**src/rtl/recfg_pkg.sv**
```systemverilog
package recfg_pkg;
   // register byte offsets (fixed by the software sequence)
   localparam logic [7:0] OFS_HDR  = 8'h00;
   localparam logic [7:0] OFS_CTRL = 8'h08;
   localparam logic [7:0] OFS_STS  = 8'h10;
   localparam logic [7:0] OFS_DATA = 8'h18;
   localparam logic [7:0] OFS_ERR  = 8'h20;
   localparam logic [7:0] OFS_IDH  = 8'hA8;
   localparam logic [7:0] OFS_IDL  = 8'hB0;

   // control field positions
   localparam int CB_RST    = 0;
   localparam int CB_ACK    = 4;
   localparam int CB_RGN_LO = 7;
   localparam int CB_START  = 12;
   localparam int CB_DONE   = 13;
   localparam int RGN_W     = 3;

   // status field positions
   localparam int CREDIT_W   = 9;
   localparam int SB_BUSY    = 16;
   localparam int SB_CTRL_LO = 20;
   localparam int SB_HOST_LO = 24;

   // error bit positions
   localparam int ERR_W      = 5;
   localparam int EB_OP      = 0;
   localparam int EB_CRC     = 1;
   localparam int EB_INCOMP  = 2;
   localparam int EB_PROTO   = 3;
   localparam int EB_OVF     = 4;

   typedef struct packed {
      logic             rst_req;
      logic [RGN_W-1:0] region;
      logic             start;
      logic             done;
   } ctrl_wr_t;
endpackage

```
**src/rtl/recfg_fifo.sv**
```systemverilog
module recfg_fifo #(
   parameter int DEPTH = 16,
   parameter int DW    = 32,
   localparam int AW   = (DEPTH > 1) ? $clog2(DEPTH) : 1,
   localparam int CW   = $clog2(DEPTH + 1)
) (
   input  logic          clk,
   input  logic          rst_n,
   input  logic          flush,
   input  logic          push,
   input  logic [DW-1:0] push_data,
   input  logic          pop,
   output logic [DW-1:0] head,
   output logic          empty,
   output logic          full,
   output logic [CW-1:0] count
);
   logic [DW-1:0] mem [DEPTH];
   logic [AW-1:0] wptr, rptr;

   function automatic logic [AW-1:0] bump(input logic [AW-1:0] p);
      return (p == AW'(DEPTH - 1)) ? '0 : p + 1'b1;
   endfunction

   assign empty = (count == '0);
   assign full  = (count == CW'(DEPTH));
   assign head  = mem[rptr];

   always_ff @(posedge clk) begin
      if (push && !full && !flush) mem[wptr] <= push_data;
   end

   always_ff @(posedge clk or negedge rst_n) begin
      if (!rst_n) begin
         wptr  <= '0;
         rptr  <= '0;
         count <= '0;
      end else if (flush) begin
         wptr  <= '0;
         rptr  <= '0;
         count <= '0;
      end else begin
         if (push && !full)  wptr <= bump(wptr);
         if (pop && !empty)  rptr <= bump(rptr);
         count <= count + CW'(push && !full) - CW'(pop && !empty);
      end
   end
endmodule

```
**src/rtl/recfg_ctrl.sv**
```systemverilog
module recfg_ctrl
   import recfg_pkg::*;
(
   input  logic             clk,
   input  logic             rst_n,
   input  logic             wr,
   input  ctrl_wr_t         wf,
   input  logic             fifo_empty,
   output logic             rst_req,
   output logic             rst_ack,
   output logic [RGN_W-1:0] region,
   output logic             start,
   output logic             done
);
   always_ff @(posedge clk or negedge rst_n) begin
      if (!rst_n) begin
         rst_req <= 1'b0;
         rst_ack <= 1'b0;
         region  <= '0;
         start   <= 1'b0;
         done    <= 1'b0;
      end else begin
         rst_ack <= rst_req;
         if (wr) begin
            rst_req <= wf.rst_req;
            region  <= wf.region;
         end
         if (rst_req) begin
            start <= 1'b0;
            done  <= 1'b0;
         end else if (start && done && fifo_empty) begin
            start <= 1'b0;
            done  <= 1'b0;
         end else if (wr) begin
            if (wf.start) start <= 1'b1;
            if (wf.done && (start || wf.start)) done <= 1'b1;
         end
      end
   end
endmodule

```
**src/rtl/recfg_errlog.sv**
```systemverilog
module recfg_errlog #(
   parameter int W = 5
) (
   input  logic         clk,
   input  logic         rst_n,
   input  logic [W-1:0] set,
   input  logic [W-1:0] clr,
   output logic [W-1:0] err
);
   for (genvar i = 0; i < W; i++) begin : g_bit
      always_ff @(posedge clk or negedge rst_n) begin
         if (!rst_n) err[i] <= 1'b0;
         else        err[i] <= set[i] | (err[i] & ~clr[i]);
      end
   end
endmodule

```
**src/rtl/recfg_load_engine.sv**
```systemverilog
module recfg_load_engine
   import recfg_pkg::*;
#(
   parameter int          DEPTH     = 16,
   parameter logic [63:0] HDR_VALUE = 64'h1000_0000_0000_5A01,
   parameter logic [63:0] IFC_ID_HI = 64'hC0DE_0001_2345_6789,
   parameter logic [63:0] IFC_ID_LO = 64'hFEED_0002_ABCD_EF01
) (
   input  logic        clk,
   input  logic        rst_n,
   input  logic        reg_wr_en,
   input  logic [7:0]  reg_wr_addr,
   input  logic [63:0] reg_wr_data,
   input  logic [7:0]  reg_rd_addr,
   output logic [63:0] reg_rd_data,
   output logic        cfg_valid,
   input  logic        cfg_ready,
   output logic [31:0] cfg_word,
   output logic [2:0]  cfg_region,
   input  logic        op_err_in,
   input  logic        crc_err_in,
   input  logic        incompat_err_in,
   input  logic [2:0]  ctrl_sts_in,
   input  logic [3:0]  host_sts_in
);
   localparam int CW = $clog2(DEPTH + 1);

   if (DEPTH < 2 || DEPTH >= (1 << CREDIT_W)) begin : g_bad_depth
      $error("DEPTH must lie in 2..511");
   end

   logic             rst_req, rst_ack, start_q, done_q;
   logic [RGN_W-1:0] region;
   logic             fifo_empty, fifo_full;
   logic [CW-1:0]    fifo_cnt;
   logic [CREDIT_W-1:0] credits;
   logic [ERR_W-1:0] err_q, err_set, err_clr;
   logic             ctrl_wr, data_wr, err_wr;
   logic             proto_viol, ovf_viol, push;
   ctrl_wr_t         wf;
   logic             unused_hi;

   assign ctrl_wr = reg_wr_en && (reg_wr_addr == OFS_CTRL);
   assign data_wr = reg_wr_en && (reg_wr_addr == OFS_DATA);
   assign err_wr  = reg_wr_en && (reg_wr_addr == OFS_ERR);

   assign wf.rst_req = reg_wr_data[CB_RST];
   assign wf.region  = reg_wr_data[CB_RGN_LO +: RGN_W];
   assign wf.start   = reg_wr_data[CB_START];
   assign wf.done    = reg_wr_data[CB_DONE];
   assign unused_hi  = ^reg_wr_data[63:32];

   recfg_ctrl u_ctrl (
      .clk        (clk),
      .rst_n      (rst_n),
      .wr         (ctrl_wr),
      .wf         (wf),
      .fifo_empty (fifo_empty),
      .rst_req    (rst_req),
      .rst_ack    (rst_ack),
      .region     (region),
      .start      (start_q),
      .done       (done_q)
   );

   assign proto_viol = data_wr && (!start_q || done_q || rst_req);
   assign ovf_viol   = data_wr && !proto_viol && fifo_full;
   assign push       = data_wr && !proto_viol && !fifo_full;

   recfg_fifo #(.DEPTH(DEPTH), .DW(32)) u_fifo (
      .clk       (clk),
      .rst_n     (rst_n),
      .flush     (rst_req),
      .push      (push),
      .push_data (reg_wr_data[31:0]),
      .pop       (cfg_valid && cfg_ready),
      .head      (cfg_word),
      .empty     (fifo_empty),
      .full      (fifo_full),
      .count     (fifo_cnt)
   );

   assign cfg_valid  = !fifo_empty;
   assign cfg_region = region;
   assign credits    = CREDIT_W'(DEPTH) - CREDIT_W'(fifo_cnt);

   always_comb begin
      err_set            = '0;
      err_set[EB_OP]     = op_err_in;
      err_set[EB_CRC]    = crc_err_in;
      err_set[EB_INCOMP] = incompat_err_in;
      err_set[EB_PROTO]  = proto_viol;
      err_set[EB_OVF]    = ovf_viol;
      err_clr            = err_wr ? reg_wr_data[ERR_W-1:0] : '0;
   end

   recfg_errlog #(.W(ERR_W)) u_err (
      .clk   (clk),
      .rst_n (rst_n),
      .set   (err_set),
      .clr   (err_clr),
      .err   (err_q)
   );

   always_comb begin
      reg_rd_data = '0;
      case (reg_rd_addr)
         OFS_HDR: reg_rd_data = HDR_VALUE;
         OFS_CTRL: begin
            reg_rd_data[CB_RST]                = rst_req;
            reg_rd_data[CB_ACK]                = rst_ack;
            reg_rd_data[CB_RGN_LO +: RGN_W]    = region;
            reg_rd_data[CB_START]              = start_q;
            reg_rd_data[CB_DONE]               = done_q;
         end
         OFS_STS: begin
            reg_rd_data[CREDIT_W-1:0]          = credits;
            reg_rd_data[SB_BUSY]               = start_q || (|err_q);
            reg_rd_data[SB_CTRL_LO +: 3]       = ctrl_sts_in;
            reg_rd_data[SB_HOST_LO +: 4]       = host_sts_in;
         end
         OFS_ERR: reg_rd_data[ERR_W-1:0] = err_q;
         OFS_IDH: reg_rd_data = IFC_ID_HI;
         OFS_IDL: reg_rd_data = IFC_ID_LO;
         default: reg_rd_data = '0;
      endcase
   end
endmodule

```
**config.mk**
```make
export PLATFORM = sky130hd
export DESIGN_NAME = recfg_load_engine
export DESIGN_NICKNAME = d
export VERILOG_FILES = /design/src/rtl/recfg_pkg.sv /design/src/rtl/recfg_fifo.sv /design/src/rtl/recfg_ctrl.sv /design/src/rtl/recfg_errlog.sv /design/src/rtl/recfg_load_engine.sv
export SDC_FILE = /design/constraint.sdc
export NUM_CORES = 1
export LEC_CHECK = 0
export BUFFER_PORTS_ARGS = -buffer_cell sky130_fd_sc_hd__buf_2
export CORE_MARGIN = 2
export CORE_UTILIZATION = 52
export CTS_CLUSTER_SIZE = 14
export DETAILED_ROUTE_END_ITERATION = 8
export PLACE_DENSITY = 0.74
export SLEW_MARGIN = 20
export SYNTH_ARGS = -nofsm -noshare
export SYNTH_HDL_FRONTEND = slang
export SYNTH_SLANG_ARGS = --single-unit
export TNS_END_PERCENT = 30
```
**constraint.sdc**
```tcl
create_clock -name clk -period 3.85 [get_ports clk]
set_clock_uncertainty 0.1 [all_clocks]
set_input_delay 0.1925 -clock clk [delete_from_list [all_inputs] [get_ports clk]]
set_output_delay 0.1925 -clock clk [all_outputs]
set_load 0.01 [all_outputs]
```
Word level (Yosys, flattened, before mapping) --
Memories as Yosys holds them, arrays and structs flattened. Cells that the tools add are included.
Cells by class: reduce and logical (&&, ||, !) cells 36, mux-type cells 33, add/subtract/negate cells 5, bitwise logic cells 15, eq/ne operators 11
Operator list (number):
- one-hot mux 36 bit (3 select lines) | 1
- 2-to-1 mux 4 bit | 6
- == test 8 x 4 -> 1 bit, second input constant | 2
- == test 8 x 5 -> 1 bit, second input constant | 2
- == test 8 x 6 -> 1 bit, second input constant | 2
- == test 8 bit, second input constant | 2
- logical AND 1 bit | 14
- one-hot mux 2 bit (3 select lines) | 2
- one-hot mux 3 bit (2 select lines) | 2
- one-hot mux 4 bit (3 select lines) | 1
- 2-to-1 mux 1 bit | 11
- 2-to-1 mux 5 bit | 2
- one-hot mux 3 bit (3 select lines) | 1
- nonzero test 3 bit | 3
- adder 4 x 1 -> 4 bit, second input constant | 2
- == test 4 bit, second input constant | 2
- zero test 8 bit | 1
- one-hot mux 2 bit (4 select lines) | 1
- subtractor 5 x 5 -> 6 bit, first input constant | 1
- adder 5 x 1 -> 5 bit | 1
- bitwise AND 1 bit | 5
- == test 5 bit, second input constant | 1
- zero test 1 bit | 5
- zero test 5 bit | 1
- 14 further kinds | 29
Word-level totals: memory bits (writable) 512, memories kept 1, register bits 25
Memories:
- u_fifo.mem | depth 16, width 32, rd ports 1, clocked after memory_dff 0, write ports 1, line recfg_fifo.sv:18 | logic [DW-1:0] mem [DEPTH];

Depth between registers and ports, before layout --
depth in word-level cells 11, depth in mapped cells 15

By module --
From an unflattened synthesis, not the netlist that was laid out.
Second synthesis, totals: cell total of the unflattened synthesis 1185, area, all modules 21774.6 µm²
Modules (own cells, without submodules):
- recfg_fifo | area an instance 20444.6 µm², seq. area each 15700.1 µm², times used 1, cells each 1030
- recfg_load_engine | area an instance 882.1 µm², seq. area each 0.0 µm², times used 1, cells each 123
- recfg_ctrl | area an instance 266.5 µm², seq. area each 175.2 µm², times used 1, cells each 17
- recfg_errlog | area an instance 181.4 µm², seq. area each 125.1 µm², times used 1, cells each 15

Worst setup path before layout --
No wires, ideal clock.
path kind register -> register, start reg u_fifo.count[1], end mem u_fifo.mem[7][0] (enable), cell stages (with the launch flop) 10, path buffers 1, period minus slack after synthesis 3.623 ns, setup slack 0.227 ns, data required time 3.325 ns, arrival time 3.098 ns, cell sequence dfrtp_1 > inv_1 > ha_1 > and2_1 > ha_1 > nor2b_1 > and4bb_1 > buf_4 > nor2b_1 > nor2b_1
On the way: word-level cells in the longest chain between the ends 7
Ends and longest elaborated chain:
- from (decl) | line recfg_fifo.sv:16 | output logic [CW-1:0] count
- from (signal assigned) | line recfg_fifo.sv:45 | count <= count + CW'(push && !full) - CW'(pop && !empty);
- == test 5 bit * | line recfg_fifo.sv:26 | assign full = (count == CW'(DEPTH));
- zero test 1 bit * | line recfg_fifo.sv:30, recfg_load_engine.sv:68
- logical AND 1 bit | line recfg_load_engine.sv:68 | assign push = data_wr && !proto_viol && !fifo_full;
- logical AND 1 bit * (2 in series) | line recfg_fifo.sv:30 | if (push && !full && !flush) mem[wptr] <= push_data;
- 2-to-1 mux 1 bit * | line recfg_fifo.sv:30
- 2-to-1 mux 1 bit (implied by the code) * | line recfg_fifo.sv:30
- to (decl) | line recfg_fifo.sv:18
Every way passes the cells marked *; elsewhere a longest branch is shown, timed or not.

Final worst setup path --
start reg u_fifo.rptr[0], end out cfg_word[27]
On the way: word-level cells in the longest chain between the ends 1
Ends and longest elaborated chain:
- from (decl) | line recfg_fifo.sv:19 | logic [AW-1:0] wptr, rptr;
- from (signal assigned) | line recfg_fifo.sv:44 | if (pop && !empty) rptr <= bump(rptr);
- memory (16 x 32 bit)
- to (decl) | line recfg_load_engine.sv:18 | output logic [31:0] cfg_word,
No other way between the ends.

==> out/qor.txt <==
Status - finished, final reports clean
Cell accounting for the most synthesized area - edfxtp_1
Share of layout cells above drive strength 1 - 32.4%
Die X - 206 µm
HPWL after DPL - 25500 µm
Total leakage power - 8.48 nW
Post-synth top flop - edfxtp_1
Slew @ Worst Pin - 1.01 ns
Yosys cell types - 52
Die footprint - 42500 µm²
Largest net degree at the start of global routing - 68
Period minus WS final - 3.21 ns
Resize count post-CTS - 0
Max cap viols - 0
Min-Delay Path Class - primary input to asynchronous set/reset pin
Fmax - 311 MHz
R2R Setup Slk - 0.64 ns
Num CTS Buffers - 52
Worst-skew pair later-pin latency - 0.59 ns
CTS tree - built
Fin. max-slew vios - 0
Total power - 15.6 mW
Initial Util - 52.4%
GRT overflow - 0
Site Rows - 74
Worst Path Required - 3.56 ns
Post-route insts no fill - 1808
Initial antenna violation count - 1
Placer Congestion - 0.757
Iteration-0 DRC Markers - 952
Vias - 10731
Sequential element share of the synthesized area - 75.3%
CTS Sinks - 537
I/O pin total - 194
Mapped Avg Cell Area - 20.6 µm²
CTS max path bufs - 3
Peak supply drop - 0.440 mV
First-pass GRT wire length - 66900 µm
Crit start category - register
# setup viols final - 0
Total core area - 40600 µm²
Unrepaired setup endpoints after global routing - no
Worst R2R Start - u_fifo.count[1]$_DFF_PN0_
Yosys warns - 0
DRT Pass-1 Iters - 6
Mapped Area - 21200 µm²
H-tree depth reported by CTS - 2
IO Port Bufs - 143
Vias per cell - 5.94
DP Cell Count - 1665
Synth-to-layout area growth - 16.9%
Reg2reg path depth - 9
Post-layout net count - 1344
Vias in the first global route - 10851
Syn Inst Count - 1031
DRT Wirelength - 44600 µm
Critical path class - register to output pin
Drt wl/cell - 24.7 µm
Critical path arrival - 2.92 ns
Worst r2r dst - u_fifo.mem[1][17]$_DFFE_PP_
# DRC - 0
Fin Hold WS - 0.0392 ns
Setup Buffers After CTS - 0
FF+latch count, synth - 537
Final period utilization - 83.4%
Most frequent cell after synthesis - edfxtp_1
Post-synth top area share - 72.4%
Area contributors post-synth - edfxtp_1, mux4_2, dfrtp_1
Commonest cells in the netlist - edfxtp_1, mux4_2, a22oi_1
Worst-path clk slew - 0.06 ns
Die H - 206 µm
ANT nets after route - 0
Rel. slew slack - 32.4%
Hold Fails Final Rpt - 0
CP Capture Type - output pin
Post-synth EDFFs - 512
CP max FO - 48
Total GRT Usage - 21.6%
Setup TNS - 0 ns
Clock root buffer - clkbuf_16
FFs w/ async S/R, synth - 4.66%
Pwr dens - 628 nW/µm²
==> flip-flops by register name (all words and copies together) (netlist names) <==
signal / cells
u_ctrl.start: 1
u_ctrl.region: 3
u_fifo.rptr: 4
u_ctrl.done: 1
u_fifo.count: 5
u_ctrl.rst_req: 1
u_fifo.wptr: 4
u_fifo.mem: 512
u_ctrl.rst_ack: 1
u_err.err: 5
==> placed cells by master (no fill, tap or decap), types with 3 or more instances in the layout <==
cell type	n
and3_2	7
a311oi_1	3
xnor2_1	4
a22o_1	3
a221o_1	3
bufinv_16	7
mux2_2	4
dlygate4sd3_1	46
clkbuf_1	5
nor2b_1	7
nor2b_4	3
nand2b_1	3
edfxtp_1	512
mux4_2	128
conb_1	18
a21oi_1	11
nand3_1	3
dfrtp_1	23
and2_1	5
nand2_1	49
nor3_1	4
clkbuf_16	53
a22oi_1	64
ha_1	16
or3_1	4
buf_4	16
nor2_1	19
and3b_2	4
buf_12	14
buf_2	143
inv_1	13
clkinv_1	14
clkinv_2	13
a21o_1	11
and2_2	5
==> final cells by class <==
cell class	count	area, µm²
inverters	13	48.8
repair buffers	219	1580
clock inverters	38	360
fillers	2827	15700
diodes	1	2.50
multi-input cells	410	4820
clock buffers	58	1350
flip-flops and latches	537	16000
well taps	532	666
==> worst max-delay path, stage by stage, from the launching register on <==
cell and delay (ns):
dfrtp_4 0.71, buf_12 0.40, mux4_2 0.55, a22oi_1 0.32, nand2_1 0.13, buf_2 0.16
==> worst max-delay path by stage <==
stage                                     startpoint                           to  slack [ns]  cells after the start
after floorplan            u_fifo.count[1]$_DFF_PN0_   u_fifo.mem[7][0]$_DFFE_PP_        0.23                      9
after global placement     u_fifo.count[1]$_DFF_PN0_  u_fifo.mem[1][17]$_DFFE_PP_        0.72                      9
after detailed placement   u_fifo.count[1]$_DFF_PN0_  u_fifo.mem[1][17]$_DFFE_PP_        0.65                      9
after CTS                 u_fifo.rptr[0]$_DFFE_PN0P_                  cfg_word[3]        0.59                      5
after global routing       u_fifo.count[1]$_DFF_PN0_  u_fifo.mem[1][17]$_DFFE_PP_        0.43                      9
final                     u_fifo.rptr[0]$_DFFE_PN0P_                 cfg_word[27]        0.64                      5
==> power breakdown <==
part / internal [mW] / switching (mW)
clock network: 2.97 / 2.12
registers: 6.46 / 0.163
logic: 1.81 / 2.08
==> metrics by stage <==
| stage | area (µm²) | util [%] | setup slack, ns |
|---|---|---|---|
| final | 24800 | 61.2 | 0.638 |
| after global routing | 24800 | 61.2 | 0.428 |
| after CTS | 24800 | 61.2 | 0.586 |
| after detailed placement | 22700 | 55.9 | 0.646 |
| after global placement | 22700 | 55.9 | 0.719 |
| after floorplan | 21300 | - | 0.227 |
==> logic make-up after synthesis <==
logic type               Yosys count  synth area share (%)
flip-flops                       537                  75.3
multiplexers                     134                  13.9
AND/OR/NAND/NOR                  125                  3.09
AO/OA/AOI/OAI                    110                  3.89
buffers and inverters            101                  2.52
adder cells (fa/ha/maj)           17                  1.04
XOR/XNOR                           6                 0.247
other                              1                0.0177
==> per-layer routing <==
| metal | global-route usage [%] | part of all wire, % | vias to the layer above |
|---|---|---|---|
| li1 | - | - | 4606 |
| met1 | 30.4 | 42 | 5668 |
| met2 | 35.2 | 50 | 395 |
| met3 | 3.80 | 5.9 | 62 |
| met4 | 5.66 | 1.8 | 0 |
| met5 | 0 | 0 | - |
==> timing repair <==
action / 4_1_cts / 5_1_grt
hold buffers: 46 / 0
endpoints found under the setup margin: 0 / 0
endpoints found under the hold margin: 550 / 0
No activity file was read; power rests on OpenSTA's default activity.
